==> config.mk <==
export PLATFORM = sky130hd
export DESIGN_NAME = ehw_encode
export DESIGN_NICKNAME = d
export VERILOG_FILES = /design/src/rtl/ehw_pkg.sv /design/src/rtl/ehw_encode.sv
export SDC_FILE = /design/constraint.sdc
export NUM_CORES = 1
export LEC_CHECK = 0
export BUFFER_PORTS_ARGS = -buffer_cell sky130_fd_sc_hd__buf_2
export CAP_MARGIN = 0
export CORE_ASPECT_RATIO = 1.5
export CORE_MARGIN = 1
export CORE_UTILIZATION = 43
export DETAILED_ROUTE_END_ITERATION = 12
export MAX_ROUTING_LAYER = met4
export PLACE_DENSITY = 0.94
export SYNTH_ARGS = -nofsm -noshare
export SYNTH_HDL_FRONTEND = slang
export SYNTH_SLANG_ARGS = --single-unit
==> constraint.sdc <==
create_clock -name vclk -period 2.86
set_clock_uncertainty 0.05 [all_clocks]
set_input_delay 0.286 -clock vclk [all_inputs]
set_output_delay 0.286 -clock vclk [all_outputs]
set_load 0.02 [all_outputs]
==> src/rtl/ehw_pkg.sv <==
package ehw_pkg;

    localparam int unsigned SYN_W    = 6;
    localparam int unsigned WORD_W   = 1 << SYN_W;
    localparam int unsigned DATA_W   = WORD_W - SYN_W - 2;
    localparam int unsigned HALF_W   = WORD_W / 2;
    localparam int unsigned FLAG_W   = 5;
    localparam int unsigned FLAG_LSB = WORD_W - 1 - FLAG_W;

    typedef logic [WORD_W-1:0] word_t;
    typedef logic [DATA_W-1:0] data_t;
    typedef logic [SYN_W-1:0]  syn_t;

    typedef enum logic [1:0] {
        CHK_IDLE,
        CHK_CLEAN,
        CHK_FIXED,
        CHK_FATAL
    } chk_state_e;

    // word position holding payload bit idx (ascending non-check positions)
    function automatic int unsigned data_pos(int unsigned idx);
        int unsigned seen = 0;
        for (int unsigned p = 1; p < WORD_W - 1; p++) begin
            if ((p & (p - 1)) != 0) begin
                if (seen == idx) return p;
                seen++;
            end
        end
        return 0;
    endfunction

    // positions 1..WORD_W-2 whose index has weight 2**k set
    function automatic word_t cover_mask(int unsigned k);
        word_t m = '0;
        for (int unsigned p = 1; p < WORD_W - 1; p++) begin
            if (((p >> k) & 1) == 1) m = m | (word_t'(1) << p);
        end
        return m;
    endfunction

    function automatic word_t payload_mask();
        word_t m = '0;
        for (int unsigned p = 1; p < WORD_W - 1; p++) begin
            if ((p & (p - 1)) != 0) m = m | (word_t'(1) << p);
        end
        return m;
    endfunction

    function automatic word_t positional_mask();
        word_t m = '0;
        for (int unsigned k = 0; k < SYN_W; k++) m = m | (word_t'(1) << (1 << k));
        return m;
    endfunction

    localparam word_t PAYLOAD_MASK = payload_mask();
    localparam word_t POSCHK_MASK  = positional_mask();
    localparam word_t OVERALL_MASK = PAYLOAD_MASK | word_t'(1);
    localparam word_t TOPCHK_MASK  = POSCHK_MASK | (word_t'(1) << (WORD_W - 1));

endpackage

==> src/rtl/ehw_encode.sv <==
module ehw_encode
    import ehw_pkg::*;
(
    input  data_t d,
    output word_t w
);

    word_t spread;
    syn_t  chk;

    for (genvar i = 0; i < DATA_W; i++) begin : g_spread
        assign spread[data_pos(i)] = d[i];
    end
    assign spread[0]        = 1'b0;
    assign spread[WORD_W-1] = 1'b0;
    for (genvar k = 0; k < SYN_W; k++) begin : g_zero
        assign spread[1 << k] = 1'b0;
    end

    for (genvar k = 0; k < SYN_W; k++) begin : g_chk
        assign chk[k] = ^(spread & cover_mask(k));
    end

    always_comb begin
        w = spread;
        for (int k = 0; k < SYN_W; k++) begin
            w = w | (word_t'(chk[k]) << (1 << k));
        end
        w[0]        = ^d;
        w[WORD_W-1] = ^chk;
    end

endmodule

; After elaboration in Yosys (flattened, before gate mapping)
; Cells that the tools add are included.
[word_totals]
out_inout_bits = 64
ff_bits = 0
word_cells = 14
in_bits = 56
[classes]
n_bitwise = 6
n_reduce_logical = 8
[ops]
columns = cell, n
row1 = XOR reduction 64 bit, 6
row2 = OR 63 x 17 -> 63 bit, 1
row3 = OR 63 x 2 -> 63 bit, 1
row4 = OR 63 x 3 -> 63 bit, 1
row5 = OR 63 x 33 -> 63 bit, 1
row6 = OR 63 x 5 -> 63 bit, 1
row7 = OR 63 x 9 -> 63 bit, 1
row8 = XOR reduction 56 bit, 1
row9 = XOR reduction 6 bit, 1

; Depth between registers and ports, before layout
; Gate-level depths: netlist of run 1.
[depth]
depth_word = 7
ltp_mapped = 6
depth_no_buf = 6

; Worst setup path after synthesis of run 1
; No wires, ideal clock.
[synth_path]
path_type = input port to output port
from = input d[50]
to = output w[63]
cell_stages = 6
t_arrival_ns = 2.345
slack_ns = 0.179
path_buffers = 0
required_time_ns = 2.524
cell_sequence = xnor3_1 > xnor3_1 > xnor3_1 > xnor3_1 > xnor3_1 > xnor3_1
[synth_via]
elab_chain_cells = 2
elab_cells_between_ends = 5
cone_classes = 5 x reduce/logical
[synth_lines]
columns = element, line_no
row1 = start: declaration, ehw_encode.sv:4  ; input data_t d,
row2 = XOR reduction 64 bit, ehw_encode.sv:21  ; assign chk[k] = ^(spread & cover_mask(k));
row3 = XOR reduction 6 bit *, ehw_encode.sv:30  ; w[WORD_W-1] = ^chk;
row4 = end: declaration, ehw_encode.sv:5  ; output word_t w
; Every way passes the cells marked *; elsewhere a longest branch is shown, timed or not.

; Worst setup path after layout of run 1
; Ends and elaborated chain as after synthesis.

==> results.cfg, run 1 <==
[global_routing]
grt_pass1_vias = 1235
grt_pass1_wl_um = 5350
track_usage_pct = 18.0
gr-total-overflow = 0
antenna_found_initial = 0
grt_max_degree = 4

[placement]
place.gp.congestion = 0.761
placed_cell_area_um2 = 1830
dpl.hpwl_um = 3320
port_buffers = 120

[yosys]
synth_cell_type_count = 4
ys_seq_area_share_pct = 0
synthCells = 162
yosys_warnings = 0
syn_nets = 218
avgSynthCellArea_um2 = 9.69
syn-cell-area_um2 = 1570

[layout]
fin_nets = 290
insertedDiodeCount = 0
final_common_cell = buf_2
clockBufferCount = 0
mostFrequentLayoutCells = 120 x buf_2, 76 x xnor2_1, 16 x xnor3_1
drive_above_1_share_pct = 54.7
fin_area_um2 = 1850
area_growth_pct = 18.2
fill_cells = 348
register_area_um2 = 0
nFlopsAndLatches = 0

[sta]
finalHoldViolCount = 0
slew_violations = 0
maxSlewHeadroom_pct = 76.9
max_freq_mhz = 357
period_share_pct = 97.8
fin_crit_ns = 2.80
setup_violations = 0
fin_setup_tns_ns = 0
worstMarginPinSlew_ns = 0.345

[route]
drc = 0
first_pass_iters = 2
met2_length_um = 2150
drtAntennaViolNets = 0
drt_iter0_drc = 9
viasPerCell = 4.40
wl_per_cell_um = 13.0
vias = 1206
drt-met1-wl_um = 1220
top_layer_used = met4
wl_met3_um = 179
wirelength_um = 3560

[worst_setup_path]
worstPathArrival_ns = 2.46
critical_path_class = in -> out
worst-path-max-fanout = 3
critPathCaptureType = output pin
start_kind = primary input
cp.required_ns = 2.52

[power_and_ir_drop]
p_total_mw = 1.90
powerDensity_nw_per_um2 = 1020
ir_worst_vdd_mv = 2.08
power.leakage_nw = 0.969

[die]
die_w_um = 51.3
initial_core_util_pct = 45.5
die-area_um2 = 3900
rows = 26
core_area_um2 = 3450
io_pins = 120
die_y_um = 76.0

[job]
drv_cap = 0

[worst_hold_path]
hold_class = in -> out

[clock_network]
holdBufCountCts = 0

[run_status]
run_status = complete, no violations
path summary, 6_finish.rpt:
check | startpoint | end | slack (ns) | depth (start not counted)
max | d[50] | w[63] | 0.06 | 8
min | d[16] | w[22] | 0.77 | 2
critical path, cell delays in order:
cell     delay [ns]
buf_2          0.11
xnor3_1        0.39
xnor3_1        0.42
xnor3_1        0.25
xnor3_1        0.26
xnor3_1        0.26
xnor3_1        0.33
buf_2          0.16
cell type report:
type | instances | area, µm² | share of cell area (%)
timing repair buffer | 126 | 646 | 34.8
multi-input combinational | 106 | 1160 | 62.3
tap | 42 | 52.6 | 2.83
what timing repair did:
action / in CTS / in global routing
endpoints found under the hold margin: 0 / 0
gates resized for setup: 0 / 1
setup endpoints to repair: 0 / 1
setup buffers: 0 / 2
power by group:
part	internal, mW	total [mW]	switching [mW]
Sequential	0	0	0
Clock	0	0	0
Combinational	0.944	1.90	0.954
Total	0.944	1.90	0.954
per-stage QoR:
step	setup slack, ns	instances	util, %	hold slack (ns)
global placement	0.130	272	53.1	0.765
detailed placement	0.0238	272	53.1	0.766
CTS	0.0244	272	53.1	0.767
floorplan	0.179	162	-	0.635
global route	-0.000392	274	53.8	0.771
finish	0.0624	274	53.8	0.765
metal layers:
layer,track usage [%],vias up
li1,-,592
met4,0,0
met5,-,-
met1,17.0,554
met3,0.798,2
met2,39.1,58
cells by family (layout without fill, tap and decap cells):
kind of cell / Yosys count / after routing / synth area share [%]
XOR/XNOR: 106 / 106 / 73.2
buffers and inverters: 56 / 126 / 26.8
cell usage after synthesis (all sizes together):
library cell | count | area, µm²
xnor2 | 76 | 666
xnor3 | 16 | 360
buf | 56 | 420
xor2 | 14 | 123
Note: power is estimated with default switching activity, not from simulation.
==> run 2, diff against run 1 <==
==> constraint.sdc (replaced) <==
create_clock -name vclk -period 2.86
set_clock_uncertainty 0.05 [all_clocks]
set_input_delay 0.429 -clock vclk [all_inputs]
set_output_delay 0.429 -clock vclk [all_outputs]
set_load 0.02 [all_outputs]
==> run 2 against run 1 <==
- the flow now finishes with violations (negative setup slack)
- combinational power rose by 16%
- sequential cell count unchanged
- cell area up 16%
- via count is 7.1% higher
- total power increased by 16%
- core utilization is 8.8 points higher
- die area did not move
==> results.cfg, run 2 (same netlist as run 1, synthesis figures left out) <==
[run_status]
run_status = finished with violations
violations = negative setup slack

[layout]
register_area_um2 = 0
mostFrequentLayoutCells = 118 x buf_2, 65 x xnor2_1, 32 x buf_4
clockBufferCount = 0
fill_cells = 314
drive_above_1_share_pct = 65.4
fin_nets = 315
area_growth_pct = 37.5
insertedDiodeCount = 0
final_common_cell = buf_2
utilization_pct = 62.6
nFlopsAndLatches = 0

[global_routing]
grt_max_degree = 4
antenna_found_initial = 0
track_usage_pct = 19.6
gr-total-overflow = 0
grt_pass1_vias = 1283
grt_pass1_wl_um = 5660

[worst_setup_path]
worstPathArrival_ns = 2.46
worst-path-max-fanout = 2
critPathCaptureType = output pin
start_kind = primary input
critical_path_class = in -> out
cp.required_ns = 2.38

[sta]
period_share_pct = 103
setup_ws_ns = -0.0825
slew_violations = 0
rsz0062_at_grt = true
max_freq_mhz = 340
fin_crit_ns = 2.94
worstMarginPinSlew_ns = 0.399
setup_violations = 1
finalHoldViolCount = 0
maxSlewHeadroom_pct = 73.2

[placement]
port_buffers = 120
place.gp.congestion = 0.890
post-place-ws_ns = -0.135
dpl.hpwl_um = 3400

[die]
die_y_um = 76.0
io_pins = 120
die_w_um = 51.3
initial_core_util_pct = 45.5
rows = 26
die-area_um2 = 3900
core_area_um2 = 3450

[power_and_ir_drop]
seq_power_share_pct = 0
p_switching_mw = 1.02
ir_worst_vdd_mv = 3.13
power.leakage_nw = 1.16
clkPwrFrac_pct = 0
pwr-share-comb_pct = 100.0
powerDensity_nw_per_um2 = 1020
internal_power_mw = 1.19
sw_frac_of_total_pct = 46.2

[route]
first_pass_iters = 4
wl_met3_um = 191
drc = 0
drt_iter0_drc = 15
met2_length_um = 2480
drtAntennaViolNets = 0
viasPerCell = 4.32
vias = 1292
top_layer_used = met4
drt-met1-wl_um = 1250
wirelength_um = 3960
wl_per_cell_um = 13.3

[clock_network]
holdBufCountCts = 0

[job]
drv_cap = 0

[worst_hold_path]
hold_class = in -> out
run 2: area by class of cell:
type / count / area, µm² / area share (%)
tap: 42 / 52.6 / 2.44
timing repair buffer: 151 / 842 / 39.0
multi-input combinational: 106 / 1260 / 58.5
run 2: metrics by stage:
stage               cells  power [mW]  setup TNS, ns  area (µm²)  hold WS [ns]
floorplan             162        1.48              0        1570         0.921
global placement      294        1.90         -0.103        2000          1.05
detailed placement    294        1.93         -0.135        2000          1.05
CTS                   297        2.18        -0.0779        2100          1.05
global route          299        2.30         -0.128        2160          1.06
finish                299        2.21        -0.0825        2160          1.05
run 2: final timing paths:
kind | end | start | slack (ns) | cells after the start
setup / recovery | w[63] | d[48] | -0.08 | 8
hold / removal | w[24] | d[18] | 1.05 | 2
run 2: routing by layer:
metal,global-route usage [%],up-vias
li1,-,640
met3,0.399,2
met4,1.62,0
met5,-,-
met1,16.8,581
met2,43.8,69
run 2: what timing repair did:
item | CTS | global route
gates cloned | 0 | 0
endpoints found under the setup margin | 1 | 1
gates resized for setup | 11 | 7
pin swaps | 11 | 10
buffers inserted | 3 | 2
run 2: critical path, stage by stage:
cell     delay, ns
buf_2         0.11
xor2_1        0.17
xnor2_1       0.23
xnor3_1       0.45
xnor3_2       0.42
xnor2_2       0.15
xnor3_2       0.36
buf_6         0.14
run 2: power groups by stage:
| stage | registers, mW | logic (mW) | clock network (mW) |
|---|---|---|---|
| floorplan | 0 | 1.48 | 0 |
| global placement | 0 | 1.90 | 0 |
| detailed placement | 0 | 1.93 | 0 |
| CTS | 0 | 2.18 | 0 |
| global route | 0 | 2.30 | 0 |
| finish | 0 | 2.21 | 0 |
